<file path="src/rtl/exc_entry_pkg.sv">
package exc_entry_pkg;
  localparam int NUM_REQ   = 15;
  localparam int REQ_IDX_W = $clog2(NUM_REQ);
  localparam int CODE_W    = 5;

  // request line positions, lowest index has highest priority
  localparam int F_RESET      = 0;
  localparam int F_NMI        = 1;
  localparam int F_SRST       = 2;
  localparam int F_MCHK       = 3;
  localparam int F_ADDR       = 4;
  localparam int F_TLB_REFILL = 5;
  localparam int F_TLB_INVAL  = 6;
  localparam int F_TLB_MOD    = 7;
  localparam int F_SYSCALL    = 8;
  localparam int F_BREAK      = 9;
  localparam int F_RSVD       = 10;
  localparam int F_COPU       = 11;
  localparam int F_OVF        = 12;
  localparam int F_TRAP       = 13;
  localparam int F_INTR       = 14;

  localparam logic [CODE_W-1:0] EC_INT   = 5'd0;
  localparam logic [CODE_W-1:0] EC_MOD   = 5'd1;
  localparam logic [CODE_W-1:0] EC_TLBL  = 5'd2;
  localparam logic [CODE_W-1:0] EC_TLBS  = 5'd3;
  localparam logic [CODE_W-1:0] EC_ADEL  = 5'd4;
  localparam logic [CODE_W-1:0] EC_ADES  = 5'd5;
  localparam logic [CODE_W-1:0] EC_SYS   = 5'd8;
  localparam logic [CODE_W-1:0] EC_BP    = 5'd9;
  localparam logic [CODE_W-1:0] EC_RI    = 5'd10;
  localparam logic [CODE_W-1:0] EC_CPU   = 5'd11;
  localparam logic [CODE_W-1:0] EC_OV    = 5'd12;
  localparam logic [CODE_W-1:0] EC_TR    = 5'd13;
  localparam logic [CODE_W-1:0] EC_MCHK  = 5'd24;

  typedef enum logic [1:0] {
    OFS_GENERAL,
    OFS_INTR,
    OFS_REFILL
  } ofs_sel_e;

  typedef struct packed {
    logic              taken;     // vectored fault, sets EXL
    logic              to_reset;  // reset request
    logic              unimpl;    // NMI or soft reset
    logic [CODE_W-1:0] code;
    ofs_sel_e          ofs;
    logic              wr_bad;
    logic              wr_ctx;
    logic              wr_ce;
  } exc_dec_t;
endpackage

</file>
<file path="src/rtl/exc_prio_sel.sv">
module exc_prio_sel #(
  parameter int N  = 15,
  parameter int IW = $clog2(N)
) (
  input  logic [N-1:0]  req_i,
  output logic [N-1:0]  grant_o,
  output logic [IW-1:0] idx_o,
  output logic          any_o
);
  logic [N:0] seen;
  assign seen[0] = 1'b0;

  for (genvar i = 0; i < N; i++) begin : g_chain
    assign grant_o[i]  = req_i[i] & ~seen[i];
    assign seen[i+1]   = seen[i] | req_i[i];
  end

  assign any_o = seen[N];

  always_comb begin
    idx_o = '0;
    for (int i = 0; i < N; i++) begin
      if (grant_o[i]) idx_o = IW'(i);
    end
  end
endmodule

</file>
<file path="src/rtl/exc_decode.sv">
module exc_decode
  import exc_entry_pkg::*;
(
  input  logic [REQ_IDX_W-1:0] idx_i,
  input  logic                 any_i,
  input  logic                 is_store_i,
  output exc_dec_t             dec_o
);
  always_comb begin
    dec_o        = '0;
    dec_o.ofs    = OFS_GENERAL;
    dec_o.taken  = any_i;
    case (int'(idx_i))
      F_RESET: begin
        dec_o.taken    = 1'b0;
        dec_o.to_reset = any_i;
      end
      F_NMI, F_SRST: begin
        dec_o.taken  = 1'b0;
        dec_o.unimpl = any_i;
      end
      F_MCHK: dec_o.code = EC_MCHK;
      F_ADDR: begin
        dec_o.code   = is_store_i ? EC_ADES : EC_ADEL;
        dec_o.wr_bad = 1'b1;
      end
      F_TLB_REFILL, F_TLB_INVAL: begin
        dec_o.code   = is_store_i ? EC_TLBS : EC_TLBL;
        dec_o.wr_bad = 1'b1;
        dec_o.wr_ctx = 1'b1;
        if (int'(idx_i) == F_TLB_REFILL) dec_o.ofs = OFS_REFILL;
      end
      F_TLB_MOD: begin
        dec_o.code   = EC_MOD;
        dec_o.wr_bad = 1'b1;
        dec_o.wr_ctx = 1'b1;
      end
      F_SYSCALL: dec_o.code = EC_SYS;
      F_BREAK:   dec_o.code = EC_BP;
      F_RSVD:    dec_o.code = EC_RI;
      F_COPU: begin
        dec_o.code  = EC_CPU;
        dec_o.wr_ce = 1'b1;
      end
      F_OVF:  dec_o.code = EC_OV;
      F_TRAP: dec_o.code = EC_TR;
      F_INTR: begin
        dec_o.code = EC_INT;
        dec_o.ofs  = OFS_INTR;
      end
      default: dec_o = '0;
    endcase
  end
endmodule

</file>
<file path="src/rtl/exc_target.sv">
module exc_target
  import exc_entry_pkg::*;
#(
  parameter int                ADDR_W    = 32,
  parameter logic [ADDR_W-1:0] RESET_PC  = 32'hBFC0_0000,
  parameter logic [ADDR_W-1:0] BOOT_BASE = 32'hBFC0_0200,
  parameter int                OFS_GEN   = 'h180,
  parameter int                OFS_IVEC  = 'h200
) (
  input  exc_dec_t          dec_i,
  input  logic              bev_i,
  input  logic              iv_i,
  input  logic              exl_i,
  input  logic [ADDR_W-1:0] ebase_i,
  output logic [ADDR_W-1:0] pc_o
);
  logic [ADDR_W-1:0] base;
  logic [ADDR_W-1:0] ofs;

  assign base = bev_i ? BOOT_BASE : ebase_i;

  always_comb begin
    case (dec_i.ofs)
      OFS_INTR:   ofs = iv_i  ? ADDR_W'(OFS_IVEC) : '0;
      OFS_REFILL: ofs = exl_i ? ADDR_W'(OFS_GEN)  : '0;
      default:    ofs = ADDR_W'(OFS_GEN);
    endcase
  end

  assign pc_o = dec_i.to_reset ? RESET_PC : base + ofs;
endmodule

</file>
<file path="src/rtl/exc_state_regs.sv">
module exc_state_regs
  import exc_entry_pkg::*;
#(
  parameter int                ADDR_W    = 32,
  parameter int                VPN_W     = 21,
  parameter int                COP_W     = 2,
  parameter logic [ADDR_W-1:0] EBASE_RST = 32'h8000_0000
) (
  input  logic                clk_i,
  input  logic                rst_ni,
  input  exc_dec_t            dec_i,
  input  logic [ADDR_W-1:0]   pc_i,
  input  logic [ADDR_W-1:0]   bad_addr_i,
  input  logic [VPN_W-3:0]    vpn2_i,
  input  logic [COP_W-1:0]    cop_id_i,
  input  logic                eret_i,
  input  logic                cfg_we_i,
  input  logic                cfg_bev_i,
  input  logic                cfg_iv_i,
  input  logic [ADDR_W-1:0]   cfg_ebase_i,
  output logic                redirect_o,
  output logic [ADDR_W-1:0]   redirect_pc_o,
  output logic                unimpl_o,
  output logic [CODE_W-1:0]   exc_code_o,
  output logic [COP_W-1:0]    cause_ce_o,
  output logic                cause_iv_o,
  output logic [ADDR_W-1:0]   bad_vaddr_o,
  output logic [VPN_W-3:0]    ctx_badvpn2_o,
  output logic                status_exl_o,
  output logic                status_bev_o,
  output logic                status_cu1_o,
  output logic [ADDR_W-1:0]   ebase_o
);
  always_ff @(posedge clk_i or negedge rst_ni) begin
    if (!rst_ni) begin
      redirect_o    <= 1'b0;
      redirect_pc_o <= '0;
      unimpl_o      <= 1'b0;
      exc_code_o    <= '0;
      cause_ce_o    <= '0;
      cause_iv_o    <= 1'b0;
      bad_vaddr_o   <= '0;
      ctx_badvpn2_o <= '0;
      status_exl_o  <= 1'b0;
      status_bev_o  <= 1'b1;
      status_cu1_o  <= 1'b0;
      ebase_o       <= EBASE_RST;
    end else begin
      redirect_o <= dec_i.taken | dec_i.to_reset;
      unimpl_o   <= dec_i.unimpl;
      if (dec_i.taken | dec_i.to_reset) redirect_pc_o <= pc_i;
      if (dec_i.to_reset) status_cu1_o <= 1'b1;
      if (dec_i.taken) begin
        status_exl_o <= 1'b1;
        exc_code_o   <= dec_i.code;
      end else if (eret_i) begin
        status_exl_o <= 1'b0;
      end
      if (dec_i.taken && dec_i.wr_bad) bad_vaddr_o   <= bad_addr_i;
      if (dec_i.taken && dec_i.wr_ctx) ctx_badvpn2_o <= vpn2_i;
      if (dec_i.taken && dec_i.wr_ce)  cause_ce_o    <= cop_id_i;
      if (cfg_we_i) begin
        status_bev_o <= cfg_bev_i;
        cause_iv_o   <= cfg_iv_i;
        ebase_o      <= cfg_ebase_i;
      end
    end
  end
endmodule

</file>
<file path="src/rtl/exc_entry_unit.sv">
module exc_entry_unit
  import exc_entry_pkg::*;
#(
  parameter int                ADDR_W    = 32,
  parameter int                VPN_W     = 21,
  parameter int                COP_W     = 2,
  parameter logic [ADDR_W-1:0] RESET_PC  = 32'hBFC0_0000,
  parameter logic [ADDR_W-1:0] BOOT_BASE = 32'hBFC0_0200,
  parameter logic [ADDR_W-1:0] EBASE_RST = 32'h8000_0000
) (
  input  logic                clk_i,
  input  logic                rst_ni,
  input  logic [NUM_REQ-1:0]  req_i,
  input  logic                is_store_i,
  input  logic [ADDR_W-1:0]   bad_addr_i,
  input  logic [VPN_W-1:0]    vpn_i,
  input  logic [COP_W-1:0]    cop_id_i,
  input  logic                eret_i,
  input  logic                cfg_we_i,
  input  logic                cfg_bev_i,
  input  logic                cfg_iv_i,
  input  logic [ADDR_W-1:0]   cfg_ebase_i,
  output logic                redirect_o,
  output logic [ADDR_W-1:0]   redirect_pc_o,
  output logic                unimpl_o,
  output logic [CODE_W-1:0]   exc_code_o,
  output logic [COP_W-1:0]    cause_ce_o,
  output logic                cause_iv_o,
  output logic [ADDR_W-1:0]   bad_vaddr_o,
  output logic [VPN_W-3:0]    ctx_badvpn2_o,
  output logic                status_exl_o,
  output logic                status_bev_o,
  output logic                status_cu1_o,
  output logic [ADDR_W-1:0]   ebase_o
);
  logic [NUM_REQ-1:0]   grant;
  logic [REQ_IDX_W-1:0] win_idx;
  logic                 win_any;
  exc_dec_t             dec;
  logic [ADDR_W-1:0]    tgt_pc;
  logic                 vpn_lsb_unused;

  assign vpn_lsb_unused = ^{vpn_i[1:0], grant};

  exc_prio_sel #(.N(NUM_REQ), .IW(REQ_IDX_W)) u_sel (
    .req_i   (req_i),
    .grant_o (grant),
    .idx_o   (win_idx),
    .any_o   (win_any)
  );

  exc_decode u_dec (
    .idx_i      (win_idx),
    .any_i      (win_any),
    .is_store_i (is_store_i),
    .dec_o      (dec)
  );

  exc_target #(
    .ADDR_W    (ADDR_W),
    .RESET_PC  (RESET_PC),
    .BOOT_BASE (BOOT_BASE)
  ) u_tgt (
    .dec_i   (dec),
    .bev_i   (status_bev_o),
    .iv_i    (cause_iv_o),
    .exl_i   (status_exl_o),
    .ebase_i (ebase_o),
    .pc_o    (tgt_pc)
  );

  exc_state_regs #(
    .ADDR_W    (ADDR_W),
    .VPN_W     (VPN_W),
    .COP_W     (COP_W),
    .EBASE_RST (EBASE_RST)
  ) u_regs (
    .clk_i         (clk_i),
    .rst_ni        (rst_ni),
    .dec_i         (dec),
    .pc_i          (tgt_pc),
    .bad_addr_i    (bad_addr_i),
    .vpn2_i        (vpn_i[VPN_W-1:2]),
    .cop_id_i      (cop_id_i),
    .eret_i        (eret_i),
    .cfg_we_i      (cfg_we_i),
    .cfg_bev_i     (cfg_bev_i),
    .cfg_iv_i      (cfg_iv_i),
    .cfg_ebase_i   (cfg_ebase_i),
    .redirect_o    (redirect_o),
    .redirect_pc_o (redirect_pc_o),
    .unimpl_o      (unimpl_o),
    .exc_code_o    (exc_code_o),
    .cause_ce_o    (cause_ce_o),
    .cause_iv_o    (cause_iv_o),
    .bad_vaddr_o   (bad_vaddr_o),
    .ctx_badvpn2_o (ctx_badvpn2_o),
    .status_exl_o  (status_exl_o),
    .status_bev_o  (status_bev_o),
    .status_cu1_o  (status_cu1_o),
    .ebase_o       (ebase_o)
  );
endmodule

</file>
<file path="config.mk">
export PLATFORM = sky130hd
export DESIGN_NAME = exc_entry_unit
export DESIGN_NICKNAME = d
export VERILOG_FILES = /design/src/rtl/exc_entry_pkg.sv /design/src/rtl/exc_prio_sel.sv /design/src/rtl/exc_decode.sv /design/src/rtl/exc_target.sv /design/src/rtl/exc_state_regs.sv /design/src/rtl/exc_entry_unit.sv
export SDC_FILE = /design/constraint.sdc
export NUM_CORES = 1
export LEC_CHECK = 0
export ABC_AREA = 1
export BUFFER_PORTS_ARGS = -buffer_cell sky130_fd_sc_hd__buf_2
export CORE_MARGIN = 8
export CORE_UTILIZATION = 44
export DETAILED_ROUTE_END_ITERATION = 8
export PLACE_DENSITY = 0.76
export SETUP_SLACK_MARGIN = 0.2
export SLEW_MARGIN = 20
export SYNTH_ARGS = -nofsm -noshare
export SYNTH_HDL_FRONTEND = slang
export SYNTH_SLANG_ARGS = --single-unit
</file>
<file path="constraint.sdc">
create_clock -name clk_i -period 2.81 [get_ports clk_i]
set_clock_uncertainty 0.2 [all_clocks]
set_input_delay 0.281 -clock clk_i [delete_from_list [all_inputs] [get_ports clk_i]]
set_output_delay 0.281 -clock clk_i [all_outputs]
set_load 0.01 [all_outputs]
</file>
======== Word level (Yosys, flattened, before mapping) ========
Cells that the tools add are included.
storage, ports and cells
  bits in registers ....................... 128
  bits in latches ......................... 0
  bits in writable memories ............... 0
  memory bits (read-only) ................. 0
  output and inout port bits .............. 128
  memories kept ........................... 0
operators by class
  add/sub/neg operators ................... 1
  multipliers ............................. 0
  divide/modulo/power cells ............... 0
  order comparisons ....................... 0
  equal/unequal tests ..................... 17
  shifts and indexed selects .............. 0
  muxes and demuxes ....................... 32
  bitwise operators ....................... 43
  reductions and logical operators ........ 10
operators by type and width
  kind                count
  $mux 32             2
  $pmux 32 s2         1
  $mux 4              13
  $pmux 5 s10         1
  $add 32x32->32      1
  $eq 4x4->1 const B  8
  $eq 4x3->1 const B  4
  $or 1x1->1          15
  $and 1x1->1         14
  $not 1->1           14
  $reduce_or 12->1    1
  $mux 1              11
  $mux 10             1
  $mux 9              1
  $eq 4x2->1 const B  2
  $eq 4x1->1 const B  1
  $logic_not 4->1     1
  $pmux 2 s2          1
  $reduce_or 2->1     2
  $reduce_or 4->1     1
  $logic_and 1x1->1   3
  $reduce_or 3->1     1
  $eq 2x1->1 const B  1
  $eq 2x2->1 const B  1
  other kinds (2)     2

======== Longest topological paths before layout ========
  word-level depth ........................ 23
  depth in mapped cells ................... 22
  gate-level depth less buffers ........... 22

======== By module ========
A second synthesis with hierarchy kept.
unflattened totals
  cell total of the unflattened synthesis .. 884
  area total of the unflattened synthesis .. 6528.8 um^2
by module, submodules not included
  module          times used  cells each  area an instance (um^2)  seq. area each (um^2)
  exc_state_regs  1           542         4942.2                   3205.6
  exc_target      1           245         1089.8                   0.0
  exc_prio_sel    1           60          321.6                    0.0
  exc_decode      1           37          175.2                    0.0

======== Worst setup path after synthesis ========
No wires, ideal clock.
  path kind ............................... input port to flip-flop
  start point ............................. in req_i[3]
  end point ............................... reg u_regs.redirect_pc_o[24]
  arrival ................................. 2.718 ns
  required time ........................... 2.492 ns
  setup slack ............................. -0.226 ns
  stages .................................. 20
  cell sequence ........................... nor2_1 nand4_2 nor2_4 nand4_4 nor2_4 nand2_1 nor2_1 nand3_1 o21a_1 ha_1 nand3_1 nand3_1 inv_1 nor2_1 nor3b_4 nand2_1 o21ai_0 nand3_1 nand2_1 nand2_1
on the way
  cells in the longest elaborated chain, start to end .. 21
  elaborated cells on any way between the ends .. 73
RTL lines
  item                                                line                                    source
  start, declared                                     exc_entry_unit.sv:13                    input logic [NUM_REQ-1:0] req_i,
  $or 1x1->1                                          exc_prio_sel.sv:15                      assign seen[i+1] = seen[i] | req_i[i];
  $not 1->1 or $or 1x1->1 (tied branches)             exc_prio_sel.sv:14, exc_prio_sel.sv:15
  $and 1x1->1, or another cell as far along           exc_prio_sel.sv:14                      assign grant_o[i] = req_i[i] & ~seen[i];
  $mux 4, or another cell as far along (9 in series)  exc_prio_sel.sv:23                      if (grant_o[i]) idx_o = IW'(i);
  $mux 4 or $and 1x1->1 (tied branches)               exc_prio_sel.sv:23, exc_prio_sel.sv:14
  $mux 4                                              exc_prio_sel.sv:23
  $eq 4x3->1 or $eq 4x4->1 (tied branches)            exc_decode.sv:13, exc_decode.sv:31
  $reduce_or 2->1 or $mux 2 (tied branches)           -
  $pmux 2 s2                                          exc_decode.sv:13                        case (int'(idx_i))
  $eq 2x2->1 or $eq 2x1->1 (tied branches)            exc_target.sv:23                        case (dec_i.ofs)
  $pmux 32 s2                                         exc_target.sv:23
  $add 32x32->32                                      exc_target.sv:30                        assign pc_o = dec_i.to_reset ? RESET_PC : base + ofs;
  $mux 32                                             exc_target.sv:30
  end signal, assigned                                exc_state_regs.sv:51                    if (dec_i.taken | dec_i.to_reset) redirect_pc_o <= pc_i;
  end, declared                                       exc_state_regs.sv:22                    output logic [ADDR_W-1:0] redirect_pc_o,
Parallel ways exist; a longest one is shown, timed or not.
A chain may end at the register's enable or synchronous reset.

======== Worst setup path after layout ========
  start point ............................. in req_i[2]
  end point ............................... reg u_regs.redirect_pc_o[31]
on the way
  cells in the longest elaborated chain, start to end .. 22
  elaborated cells on any way between the ends .. 77
RTL lines
  item                                                 line
  $or 1x1->1                                           exc_prio_sel.sv:15
  $not 1->1 or $or 1x1->1 (tied branches)              exc_prio_sel.sv:14, exc_prio_sel.sv:15
  $and 1x1->1, or another cell as far along            exc_prio_sel.sv:14
  $mux 4, or another cell as far along (10 in series)  exc_prio_sel.sv:23
  $mux 4 or $and 1x1->1 (tied branches)                exc_prio_sel.sv:23, exc_prio_sel.sv:14
  $mux 4                                               exc_prio_sel.sv:23
  $eq 4x3->1 or $eq 4x4->1 (tied branches)             exc_decode.sv:13, exc_decode.sv:31
  $reduce_or 2->1 or $mux 2 (tied branches)            -
  $pmux 2 s2                                           exc_decode.sv:13
  $eq 2x2->1 or $eq 2x1->1 (tied branches)             exc_target.sv:23
  $pmux 32 s2                                          exc_target.sv:23
  $add 32x32->32                                       exc_target.sv:30
  $mux 32                                              exc_target.sv:30
Parallel ways exist; a longest one is shown, timed or not.

==> impl_results.md <==
* Status: completed
* Maximum vdd drop at about 380 uV
* Overflow after GRT at 0
* Pwr Total at 6230 uW
* Post-synthesis cell count at roughly 600
* Hold Path Sink: u_regs.unimpl_o
* Final hold vios at 0
* Fin crit share at between 90 and 100%
* Number of global-route vias before repair at 6245
* Vias at ~6100
* Post-synth net total at a little over 700
* Max clock buf depth at 2
* Top-count cell post-synth: dfrtp_1
* Max-Cap Viols at 0
* Reg2Reg Setup Slack at 0.31 ns
* Die area at approximately 0.018 mm^2
* Vert. Die Dim at between 100 and 150 um
* Largest area contributor in the netlist: dfrtp_1
* Critical path fanouts, max at 3
* Startpoint Class: input pin
* Mapped cell area at approximately 0.006 mm^2
* Fin. max-slew vios at 0
* Largest delay share family, worst path: simple AND/OR/NAND/NOR gates
* Avg Inst Size Synth at roughly 10 um^2
* Die width at roughly 130 um
* Vias per cell at approximately 5.2
* Setup_tns at 0 ns
* Unrepaired setup endpoints after global routing: yes
* Hold slack at 0.0252 ns
* Worst path cell trace: buf_8, nor2_4, nand4_4, nor2_4, nand4_4, nor2_4, nand2_2, nor2_1, nand3_1, o21a_4, ha_4, fa_2, nand2_2, a21oi_4, inv_4, nor2_4, buf_4, buf_4, nand4_1, nand3_1, nand2_1, nand2_1
* Fillers at approximately 900
* Worst reg2reg endpoint: u_regs.redirect_pc_o[25]
* Worst hold stages at 3
* Total GRT Usage at around 25%
* H-tree Lvls at 4
* Crit. End Element: flip-flop
* Static Leak at 0.00488 uW
* Starting Density at a little under half
* Relative slew slack at 42.3%
* # port buffers at between 200 and 250
* Yosys reg bits at around 130
* Synth top area cells: dfrtp_1 (53%), mux2_2 (13%), nand2_1 (7.2%)
* Initial antenna violation count at 1
* Post-Route WL at between 20 and 25 mm
* Share of cells above drive strength 1 at 44.9%
* DR WL/cell at a little under 20 um
* Detail Route Antenna Nets at 0
* Worst Hold Launch: req_i[1]
* GP Congestion at roughly 0.97
* Critical Path AT at 2.82 ns
* Worst-path clk slew at 0.06 ns
* Crit Path Category: input pin to flip-flop
* Register area share after synthesis at between 50% and 60%
* Worst Reg-to-Reg Cells at 14
* Tmin final at roughly 2.7 ns
* CP dominant cell by count: nor2_4
* Row count at 42
* CTS tree: done
* I/O pin cnt at around 240
* CP Data Required Time at slightly below 3 ns
* Drt first pass iters at 8
* Tightest Pin Transition at just under 0.9 ns
* Commonest cells post-synth: dfrtp_1 (126), nand2_1 (115), mux2_2 (68), inv_1 (47), nand3_1 (47)
* Multi-input logic area at ~0.0026 mm^2
* Detailed placer's ending HPWL at roughly 14 mm
* Worst skew pair latency at around 0.42 ns
* Syn. warnings at 0
* Top_reg_cell synth: dfrtp_1
* FMAX at 368 MHz
* Crit path max-delay cell type: fa_2
* Fin cells at approximately 1200
* Asr flop ratio synth at 100%
* P&R area growth vs syn at 58.2%
* Reg2reg start: u_regs.status_bev_o
* Post-synth EDFFs at 0
* DR DRC count at 0
* Largest net degree at the start of global routing at slightly below 70
* Top cell type's share of synthesized area at approximately 53%
* Setup violations, final at 0
* Total CTS buffers at 17
* Cell area power density at approximately 660 mW/mm^2
* Crit path depth at 22
* Final Util at 71.4%
* First-pass GRT wire length at between 30 and 40 mm
* CP peak stage delay at 0.34 ns
* Synth unique cells at 40
* Final #Nets at approximately 1100
* Storage cell area at about 0.0032 mm^2
* Worst min-delay path class: input pin to flip-flop
* Worst Path Buf+Inv at 4
* CTS Root Cell: clkbuf_16
* Core area at about 0.013 mm^2
* Clock sink total at ~130
* Iter 0 DRT Violations at 410
* Placed Cells at about 1000
## power by group
part	total, uW	switching [uW]	internal [uW]
sequential	2360	203	2160
combinational	1410	751	661
clock	2460	834	1620
## flip-flops by register name, indices dropped and copies added, names as in the netlist
register and count:
u_regs.bad_vaddr_o 32, u_regs.ebase_o 32, u_regs.redirect_pc_o 32, u_regs.ctx_badvpn2_o 19, u_regs.exc_code_o 5, u_regs.cause_ce_o 2, u_regs.cause_iv_o 1, u_regs.redirect_o 1
u_regs.status_bev_o 1, u_regs.status_cu1_o 1, u_regs.status_exl_o 1, u_regs.unimpl_o 1
## what timing repair did
action,in CTS,in global routing
resized for setup,7,40
setup endpoints to repair,11,16
hold buffers,91,0
pin swaps,7,27
setup buffers,4,17
endpoints found under the hold margin,154,0
## how the worst max path moves through the flow
| stage | from | endpoint | slack [ns] |
|---|---|---|---|
| 2_1_floorplan | req_i[0] | u_regs.redirect_pc_o[24] | -0.16 |
| 3_5_place_dp | req_i[0] | u_regs.redirect_pc_o[30] | -0.35 |
| 5_1_grt | req_i[1] | u_regs.redirect_pc_o[29] | -0.03 |
| 6_report | req_i[2] | u_regs.redirect_pc_o[31] | 0.09 |
| 3_3_place_gp | req_i[0] | u_regs.redirect_pc_o[30] | -0.31 |
| 4_1_cts | req_i[5] | u_regs.redirect_pc_o[25] | 0.20 |
## layout make-up
type / count / area share, %
Multi-Input combinational cell: 392 / 27.4
Clock inverter: 13 / 2.19
Tap cell: 176 / 2.32
Clock buffer: 19 / 4.77
Antenna cell: 2 / 0.0527
Inverter: 50 / 2.00
Timing Repair Buffer: 384 / 27.5
Sequential cell: 128 / 33.8
## cell families after synthesis
kind of cell,Yosys count,share of synthesized area [%]
muxes,68,12.8
AOI/OAI and AO/OA,45,4.77
and+or+nand+nor,274,22.1
DFF,128,53.4
adders and majority gates,4,0.959
xor gates and xnor gates,1,0.146
buffers and inverters,76,5.88
## tightest hold or removal path, delay by kind of cell
kind / cells / cell delay [ns]
AO/OA/AOI/OAI: 1 / 0.11
buffers and inverters: 2 / 0.22
## cell usage in the layout (no fill, tap or decap), drive strengths merged, types with 5 or more instances in the layout
cell / count
nand2: 118
clkinv: 6
dlygate4sd3: 91
dfrtp: 126
inv: 51
nand3: 50
nor2: 48
nand4: 46
buf: 293
clkbuf: 19
nor3: 6
mux2: 68
o21ai: 29
bufinv: 5
## layer usage
metal	GRT usage [%]	up-vias	part of all wire (%)
li1	-	2794	-
met1	29.6	2946	40
met2	43.5	320	50
met3	6.47	44	7.8
met4	7.63	0	2.2
met5	0	-	0
## per-stage QoR
stage / instance area, um^2 / worst slack, ns
2_1_floorplan: 6020 / -0.164
3_3_place_gp: 7560 / -0.315
3_5_place_dp: 7560 / -0.352
4_1_cts: 9200 / 0.205
5_1_grt: 9500 / -0.0344
6_report: 9500 / 0.0914
(Power assumes the default switching activity.)
